==> src/rtl/brsrc_pkg.sv <==
// Package: shared encodings for the branch-record source register gate.
// Assumes nothing beyond a 2-bit privilege level and a 6-bit syndrome.
package brsrc_pkg;

    typedef enum logic [1:0] {
        RES_DONE  = 2'b00,
        RES_UNDEF = 2'b01,
        RES_TRAP  = 2'b10
    } res_e;

    localparam int unsigned LVL_W = 2;
    localparam int unsigned SYN_W = 6;

    localparam logic [LVL_W-1:0] LVL_USER = 2'd0;
    localparam logic [LVL_W-1:0] LVL_OS   = 2'd1;
    localparam logic [LVL_W-1:0] LVL_HYP  = 2'd2;
    localparam logic [LVL_W-1:0] LVL_MON  = 2'd3;

    localparam logic [SYN_W-1:0] SYN_SYSREG = 6'h18;

endpackage

==> src/rtl/brsrc_decide.sv <==
// Module: brsrc_decide
// Purely combinational priority chain that classifies one request as
// completed, undefined or trapped (with target level and syndrome).
// Assumes the inputs are stable while req_vld is high; outputs are zero
// / "completed" when no request is presented.
module brsrc_decide
    import brsrc_pkg::*;
(
    input  logic             req_vld,
    input  logic             req_wr,
    input  logic [LVL_W-1:0] cur_lvl,
    input  logic             lvl3_present,
    input  logic             lvl2_enabled,
    input  logic             non_secure,
    input  logic [1:0]       sdbg_en,
    input  logic             fgt_present,
    input  logic             fgt_lvl3_en,
    input  logic             fgt_rd_n,
    input  logic             fgt_wr_n,
    input  logic             undef_first,
    input  logic             undef_sel,
    output res_e             res,
    output logic [LVL_W-1:0] tgt_lvl,
    output logic [SYN_W-1:0] syn
);

    logic field_blocked;
    logic fgt_hit;

    // Enable-field blocking for the current security state (needs level 3).
    always_comb begin
        if (non_secure)
            field_blocked = lvl3_present && !sdbg_en[0];
        else
            field_blocked = lvl3_present && (sdbg_en != 2'b11);
    end

    // Fine-grained trap condition; the direction picks the control bit.
    always_comb begin
        fgt_hit = lvl2_enabled && fgt_present
               && (!lvl3_present || fgt_lvl3_en)
               && !(req_wr ? fgt_wr_n : fgt_rd_n);
    end

    // Fixed-priority chain producing the outcome of the request.
    always_comb begin
        res     = RES_DONE;
        tgt_lvl = '0;
        if (req_vld) begin
            unique case (cur_lvl)
                LVL_USER: res = RES_UNDEF;
                LVL_MON:  res = RES_DONE;
                default: begin
                    if (field_blocked && undef_first) begin
                        res = RES_UNDEF;
                    end else if ((cur_lvl == LVL_OS) && fgt_hit) begin
                        res     = RES_TRAP;
                        tgt_lvl = LVL_HYP;
                    end else if (field_blocked) begin
                        if (undef_sel) begin
                            res = RES_UNDEF;
                        end else begin
                            res     = RES_TRAP;
                            tgt_lvl = LVL_MON;
                        end
                    end
                end
            endcase
        end
    end

    // Syndrome accompanies every trap and is zero otherwise.
    always_comb begin
        syn = (res == RES_TRAP) ? SYN_SYSREG : '0;
    end

endmodule

==> src/rtl/brsrc_canon.sv <==
// Module: brsrc_canon
// Combinational canonicaliser for write data. When bits [DW-1:P] are
// uniform the word passes unchanged; otherwise the upper field becomes
// a top-bit-set, rest-clear pattern. Assumes 2 <= P <= DW-2.
module brsrc_canon #(
    parameter int unsigned DW = 64,
    parameter int unsigned P  = 56
) (
    input  logic [DW-1:0] din,
    output logic [DW-1:0] dout
);

    localparam int unsigned UW = DW - P;
    localparam logic [UW-1:0] NONCANON = {1'b1, {(UW-1){1'b0}}};

    logic [UW-1:0] upper;
    logic          uniform;

    // Split off the upper field and test it for all-zeros or all-ones.
    always_comb begin
        upper   = din[DW-1:P];
        uniform = (&upper) || (~|upper);
    end

    // Keep the low bits; substitute the fixed pattern when not uniform.
    always_comb begin
        dout = uniform ? din : {NONCANON, din[P-1:0]};
    end

endmodule

==> src/rtl/brsrc_store.sv <==
// Module: brsrc_store
// The address register itself: synchronous active-low reset to zero,
// loads only when the load strobe is high.
module brsrc_store #(
    parameter int unsigned DW = 64
) (
    input  logic          clk,
    input  logic          rst_n,
    input  logic          load,
    input  logic [DW-1:0] din,
    output logic [DW-1:0] q
);

    // Hold the injected address; clear on reset, update on load.
    always_ff @(posedge clk) begin
        if (!rst_n)
            q <= '0;
        else if (load)
            q <= din;
    end

endmodule

==> src/rtl/brsrc_gate.sv <==
// Module: brsrc_gate (top)
// Branch-record source address register behind a privilege access gate.
// The outcome is combinational on the request; a completed write loads the
// canonicalised data at the next rising edge; rd_data always shows the
// register. Assumes one request per cycle and a 2-bit enable field.
module brsrc_gate
    import brsrc_pkg::*;
#(
    parameter int unsigned DW = 64,
    parameter int unsigned P  = 56
) (
    input  logic          clk,
    input  logic          rst_n,
    input  logic          req_vld,
    input  logic          req_wr,
    input  logic [DW-1:0] req_wdata,
    input  logic [1:0]    cur_lvl,
    input  logic          lvl3_present,
    input  logic          lvl2_enabled,
    input  logic          non_secure,
    input  logic [1:0]    sdbg_en,
    input  logic          fgt_present,
    input  logic          fgt_lvl3_en,
    input  logic          fgt_rd_n,
    input  logic          fgt_wr_n,
    input  logic          undef_first,
    input  logic          undef_sel,
    output logic [DW-1:0] rd_data,
    output logic [1:0]    result,
    output logic [1:0]    trap_lvl,
    output logic [5:0]    syndrome
);

    res_e          res;
    logic [DW-1:0] canon_data;
    logic          wr_load;

    brsrc_decide u_decide (
        .req_vld      (req_vld),
        .req_wr       (req_wr),
        .cur_lvl      (cur_lvl),
        .lvl3_present (lvl3_present),
        .lvl2_enabled (lvl2_enabled),
        .non_secure   (non_secure),
        .sdbg_en      (sdbg_en),
        .fgt_present  (fgt_present),
        .fgt_lvl3_en  (fgt_lvl3_en),
        .fgt_rd_n     (fgt_rd_n),
        .fgt_wr_n     (fgt_wr_n),
        .undef_first  (undef_first),
        .undef_sel    (undef_sel),
        .res          (res),
        .tgt_lvl      (trap_lvl),
        .syn          (syndrome)
    );

    brsrc_canon #(.DW(DW), .P(P)) u_canon (
        .din  (req_wdata),
        .dout (canon_data)
    );

    // Load the register only for a write request that completes.
    always_comb begin
        wr_load = req_vld && req_wr && (res == RES_DONE);
        result  = res;
    end

    brsrc_store #(.DW(DW)) u_store (
        .clk   (clk),
        .rst_n (rst_n),
        .load  (wr_load),
        .din   (canon_data),
        .q     (rd_data)
    );

endmodule

==> config.mk <==
export PLATFORM = sky130hd
export DESIGN_NAME = brsrc_gate
export DESIGN_NICKNAME = d
export VERILOG_FILES = /design/src/rtl/brsrc_pkg.sv /design/src/rtl/brsrc_decide.sv /design/src/rtl/brsrc_canon.sv /design/src/rtl/brsrc_store.sv /design/src/rtl/brsrc_gate.sv
export SDC_FILE = /design/constraint.sdc
export NUM_CORES = 1
export LEC_CHECK = 0
export ABC_AREA = 1
export BUFFER_PORTS_ARGS = -buffer_cell sky130_fd_sc_hd__buf_2
export CAP_MARGIN = 20
export CORE_MARGIN = 5
export CORE_UTILIZATION = 35
export DETAILED_ROUTE_END_ITERATION = 8
export PLACE_DENSITY = 0.62
export SLEW_MARGIN = 20
export SYNTH_ARGS = -nofsm -noshare
export SYNTH_HDL_FRONTEND = slang
export SYNTH_SLANG_ARGS = --single-unit
==> constraint.sdc <==
create_clock -name clk -period 1.7 [get_ports clk]
set_input_delay 0 -clock clk [delete_from_list [all_inputs] [get_ports clk]]
set_output_delay 0 -clock clk [all_outputs]
set_load 0.05 [all_outputs]
; ---- Word-level counts from Yosys, hierarchy flattened
; Index checks and enable logic that the tools add are counted.
[totals]
ff_bits = 64
latch_bits = 0
ram_bits = 0
rom_bits = 0
in_bits = 81
output_inout_bits = 74
elab_cells = 41
mem_count = 0
[classes]
addsub = 0
n_mul = 0
div = 0
magnitude_cmp = 0
n_eq_ne = 4
n_shift = 0
n_mux = 16
n_bitwise = 0
n_reduce_logical = 20
[ops]
columns = operator, n
row1 = 64-bit two-way mux, 1
row2 = 2-bit two-way mux, 11
row3 = 1-bit logical AND, 9
row4 = 8-bit AND reduction, 1
row5 = 8-bit OR reduction, 1
row6 = 5-bit two-way mux, 1
row7 = "2-bit == test, second input constant", 2
row8 = 1-bit logical NOT, 4
row9 = 2-bit logical NOT, 2
row10 = 2-bit one-hot mux with 2 select lines, 1
row11 = "2-bit by 1-bit == test with 1-bit output, second input constant", 1
row12 = 1-bit logical OR, 2
row13 = 1-bit two-way mux, 2
row14 = "2-bit != test, second input constant", 1
row15 = 2-bit OR reduction, 1

; ---- Depth between registers and ports, before layout
[logic_depth]
word_depth = 11
ltp_mapped = 13
ltp_nobuf = 11

; ---- Hierarchy
; Synthesis repeated with hierarchy kept, for this count alone.
[hier_totals]
cells_unflattened = 533
area_unflattened_um2 = 3429.5
[modules_own_cells]
columns = mod, n_inst, cells_per_inst, area_per_inst_um2, seq_area_each_um2
row1 = brsrc_store, 1, 405, 2670.1, 1281.2
row2 = brsrc_canon, 1, 88, 545.5, 0.0
row3 = brsrc_decide, 1, 35, 192.7, 0.0
row4 = brsrc_gate, 1, 5, 21.3, 0.0

; ---- Worst setup path after synthesis
; OpenSTA, ideal clock, no wires.
[synth_path]
kind = input -> output
from = input port cur_lvl[1]
to = output port trap_lvl[0]
arrival_ps = 1653
t_required_ps = 1700
slack_ps = 47
path_stages = 6
n_path_buf = 0
cell_sequence = inv_1 -> ha_1 -> nand2_1 -> inv_1 -> nand2_1 -> nor3b_1
[synth_via]
elab_chain_cells = 6
elab_cells_between_ends = 9
cone_classes = eq/ne: 2 / mux: 4 / reduce/logical: 3
[synth_lines]
columns = element, line_no
row1 = start: declaration, brsrc_gate.sv:17  ; input logic [1:0] cur_lvl,
row2 = 2-bit by 1-bit == test with 1-bit output, brsrc_decide.sv:56  ; end else if ((cur_lvl == LVL_OS) && fgt_hit) begin
row3 = 1-bit logical AND, brsrc_decide.sv:56
row4 = 2-bit two-way mux, brsrc_decide.sv:56
row5 = 2-bit two-way mux, brsrc_decide.sv:54  ; if (field_blocked && undef_first) begin
row6 = 2-bit two-way mux *, brsrc_decide.sv:50  ; unique case (cur_lvl)
row7 = 2-bit two-way mux *, brsrc_decide.sv:49  ; if (req_vld) begin
row8 = end: declaration, brsrc_gate.sv:30  ; output logic [1:0] trap_lvl,
; Every way passes the cells marked *; elsewhere a longest branch is shown, timed or not.

; ---- Worst setup path in the final report
[layout_path]
from = input port cur_lvl[1]
to = output port result[0]
[layout_via]
elab_chain_cells = 6
elab_cells_between_ends = 8
cone_classes = eq/ne: 2 / mux: 4 / reduce/logical: 2
[layout_lines]
columns = element, line_no
row1 = 2-bit by 1-bit == test with 1-bit output, brsrc_decide.sv:56
row2 = 1-bit logical AND, brsrc_decide.sv:56
row3 = 2-bit two-way mux, brsrc_decide.sv:56
row4 = 2-bit two-way mux, brsrc_decide.sv:54
row5 = 2-bit one-hot mux with 2 select lines *, brsrc_decide.sv:50
row6 = 2-bit two-way mux *, brsrc_decide.sv:49
row7 = end: declaration, brsrc_gate.sv:29  ; output logic [1:0] result,
; Marked as above.

==> flow_metrics.py <==
metrics = {
    "global_route": {
        "antenna_found_initial": 0,
        "grt_max_degree": 62,
        "grt_pass1_wl_mm": 13.7,
        "grt_pass1_vias": 3172,
        "gr-total-overflow": 0,
        "grt_usage": 0.159,
    },
    "hold_path": {
        "hold_depth": 5,
        "hp-class": "input pin to flip-flop",
    },
    "cells_and_area": {
        "insertedDiodeCount": 0,
        "drive_above_1_share": 0.276,
        "final_core_util": 0.546,
        "regMostFlops": "u_store.q",
        "nNetsFinal": 727,
        "area_growth_pct": 54.2,
        "largest_reg_flops": 64,
        "fin_cells": 756,
        "reg_top3": "u_store.q x64",
    },
    "synthesis": {
        "syn-cell-area_sq_um": 3020,
        "synth_cells": 452,
        "seq_area_frac_synth": 0.424,
        "synthDistinctLibCells": 20,
        "ys_seq_elements": 64,
        "yosys_warnings": 0,
        "avgSynthCellArea_sq_um": 6.69,
    },
    "power": {
        "peakVddDrop_mv": 0.365,
        "total_power_uw": 4350,
        "p_per_area_nw_per_um2": 934,
        "p_leak_uw": 0.00258,
    },
    "die": {
        "fp.coreArea_sq_um": 8550,
        "fp.dieH_microns": 103,
        "initial_core_util": 0.354,
        "dieArea_sq_um": 10600,
        "die_x_microns": 103,
        "rows": 34,
        "io_pins": 155,
    },
    "critical_path": {
        "reg2regPathDepth": 2,
        "required_ps": 1700,
        "crit_arrival_ps": 1460,
        "cp_max_fo": 31,
        "start_kind": "input pin",
        "critPathKind": "input pin to primary output",
        "critPathCaptureType": "primary output",
    },
    "sta": {
        "fmaxAchievable_mhz": 687,
        "fin_crit_ps": 1460,
        "hold_viol_final": 0,
        "setup_violations": 0,
        "setup_tns_ps": 0,
        "setup_slack_ps": 244,
        "skew_ps": 0,
        "rsz0062_at_grt": "false",
        "drv_slew": 0,
        "period_share": 0.856,
    },
    "route": {
        "route.detailed.drc": 0,
        "postRouteWirelength_mm": 8.48,
        "wire_per_inst_microns": 11.2,
        "via_per_inst": 4.45,
        "drtIter0Drc": 119,
        "ant_nets": 0,
        "first_pass_iters": 4,
        "vias": 3365,
    },
    "clocking": {
        "clk_pin_slew_ps": 70,
        "insertion_delay_ps": 330,
        "cts_tree": "built",
        "ctsLongestPathBuffers": 2,
        "cts-root-buf": "clkbuf_8",
        "cts-buffers-inserted": 9,
        "cts_setup_buffers": 0,
        "htreeDepth": 3,
        "numClockSinks": 64,
    },
    "place": {
        "place_ws_ps": 41.9,
        "hpwl_mm": 5.86,
        "gp_congestion": 0.796,
        "place_inst": 686,
        "port_buffers": 150,
    },
    "outcome": {
        "status": "finished clean",
    },
    "flow_run": {
        "cap_violations": 0,
    },
}
cells in the final DEF, fill, tap and decap left out:
| cell | count |
|---|---|
| buf_4 | 3 |
| nand4_1 | 1 |
| nor3_1 | 1 |
| a21oi_1 | 66 |
| dfxtp_1 | 64 |
| bufinv_16 | 2 |
| clkbuf_8 | 11 |
| buf_12 | 8 |
| dlygate4sd3_1 | 55 |
| clkbuf_1 | 1 |
| o21ai_0 | 2 |
| ha_1 | 2 |
| a21oi_4 | 1 |
| nor3b_1 | 1 |
| inv_1 | 72 |
| nor4_1 | 2 |
| buf_2 | 150 |
| nand2_1 | 70 |
| nand2_4 | 1 |
| nor2_1 | 67 |
| nand2_2 | 1 |
| nand3_1 | 61 |
| clkinv_2 | 1 |
| o21ai_2 | 1 |
| conb_1 | 4 |
area by class of cell:
class / count / area, sq um
Fill cell: 850 / 3890
Tap cell: 108 / 135
Inverter: 72 / 270
Sequential cell: 64 / 1280
Clock inverter: 3 / 65.1
Multi-Input combinational cell: 281 / 1270
Clock buffer: 12 / 155
Timing Repair Buffer: 216 / 1480
cell usage after synthesis:
cell | count | area share
a21oi_1 | 66 | 0.11
a21oi_4 | 1 | 0.0054
buf_1 | 2 | 0.0025
buf_2 | 12 | 0.020
buf_4 | 16 | 0.040
clkbuf_1 | 8 | 0.0099
conb_1 | 1 | 0.0012
dfxtp_1 | 64 | 0.42
ha_1 | 2 | 0.0083
inv_1 | 72 | 0.089
nand2_1 | 71 | 0.088
nand2_2 | 1 | 0.0021
nand3_1 | 61 | 0.10
nand4_1 | 1 | 0.0021
nor2_1 | 67 | 0.083
nor3_1 | 1 | 0.0017
nor3b_1 | 1 | 0.0025
nor4_1 | 2 | 0.0041
o21ai_0 | 2 | 0.0033
o21ai_2 | 1 | 0.0029
repair_timing:
item / 4_1_cts / 5_1_grt
hold buffers: 55 / 0
hold endpoints to repair: 55 / 0
resized for setup: 0 / 0
path summary, 6_finish.rpt:
kind	start	end	slack [ps]
max reg2reg	u_store.q[53]	u_store.q[53]	1100
min	req_wdata[16]	u_store.q[16]	20
max	cur_lvl[1]	result[0]	240
min reg2reg	u_store.q[5]	u_store.q[5]	480
worst max-delay path: stages:
cell	delay, ps
buf_2	90
inv_1	60
ha_1	150
nand3_1	70
nor2_1	130
nand2_2	90
nand2_1	80
nand2_1	80
nand2_4	220
buf_12	210
inv_1	50
buf_2	200
metrics by stage:
step	hold WS (ps)	instance area (sq um)
6_report	19.6	4660
2_1_floorplan	219	3040
3_5_place_dp	320	3890
4_1_cts	0.0265	4660
5_1_grt	54.2	4660
3_3_place_gp	311	3890
where the power goes:
group          switching [uW]  total, uW  internal (uW)
Clock                     553       1450            897
Combinational             816       1230            415
Sequential               59.3       1670           1610
Total                    1430       4350           2930
cells by family (layout without fill, tap and decap cells):
kind of cell	Yosys count	after routing	synth area share
AO/OA/AOI/OAI	70	70	0.121
adder cells (fa/ha/maj)	2	2	0.00827
buffers and inverters	110	303	0.161
flip-flops	64	64	0.424
other	1	4	0.00124
AND/OR/NAND/NOR	205	205	0.285
per-layer routing:
layer | share of wire | track usage | up-vias
met1 | 0.44 | 0.189 | 1477
li1 | - | - | 1778
met2 | 0.48 | 0.282 | 101
met3 | 0.072 | 0.0318 | 9
met4 | 0.013 | 0.0608 | 0
met5 | 0 | 0 | -
Note: power is estimated with default switching activity, not from simulation.
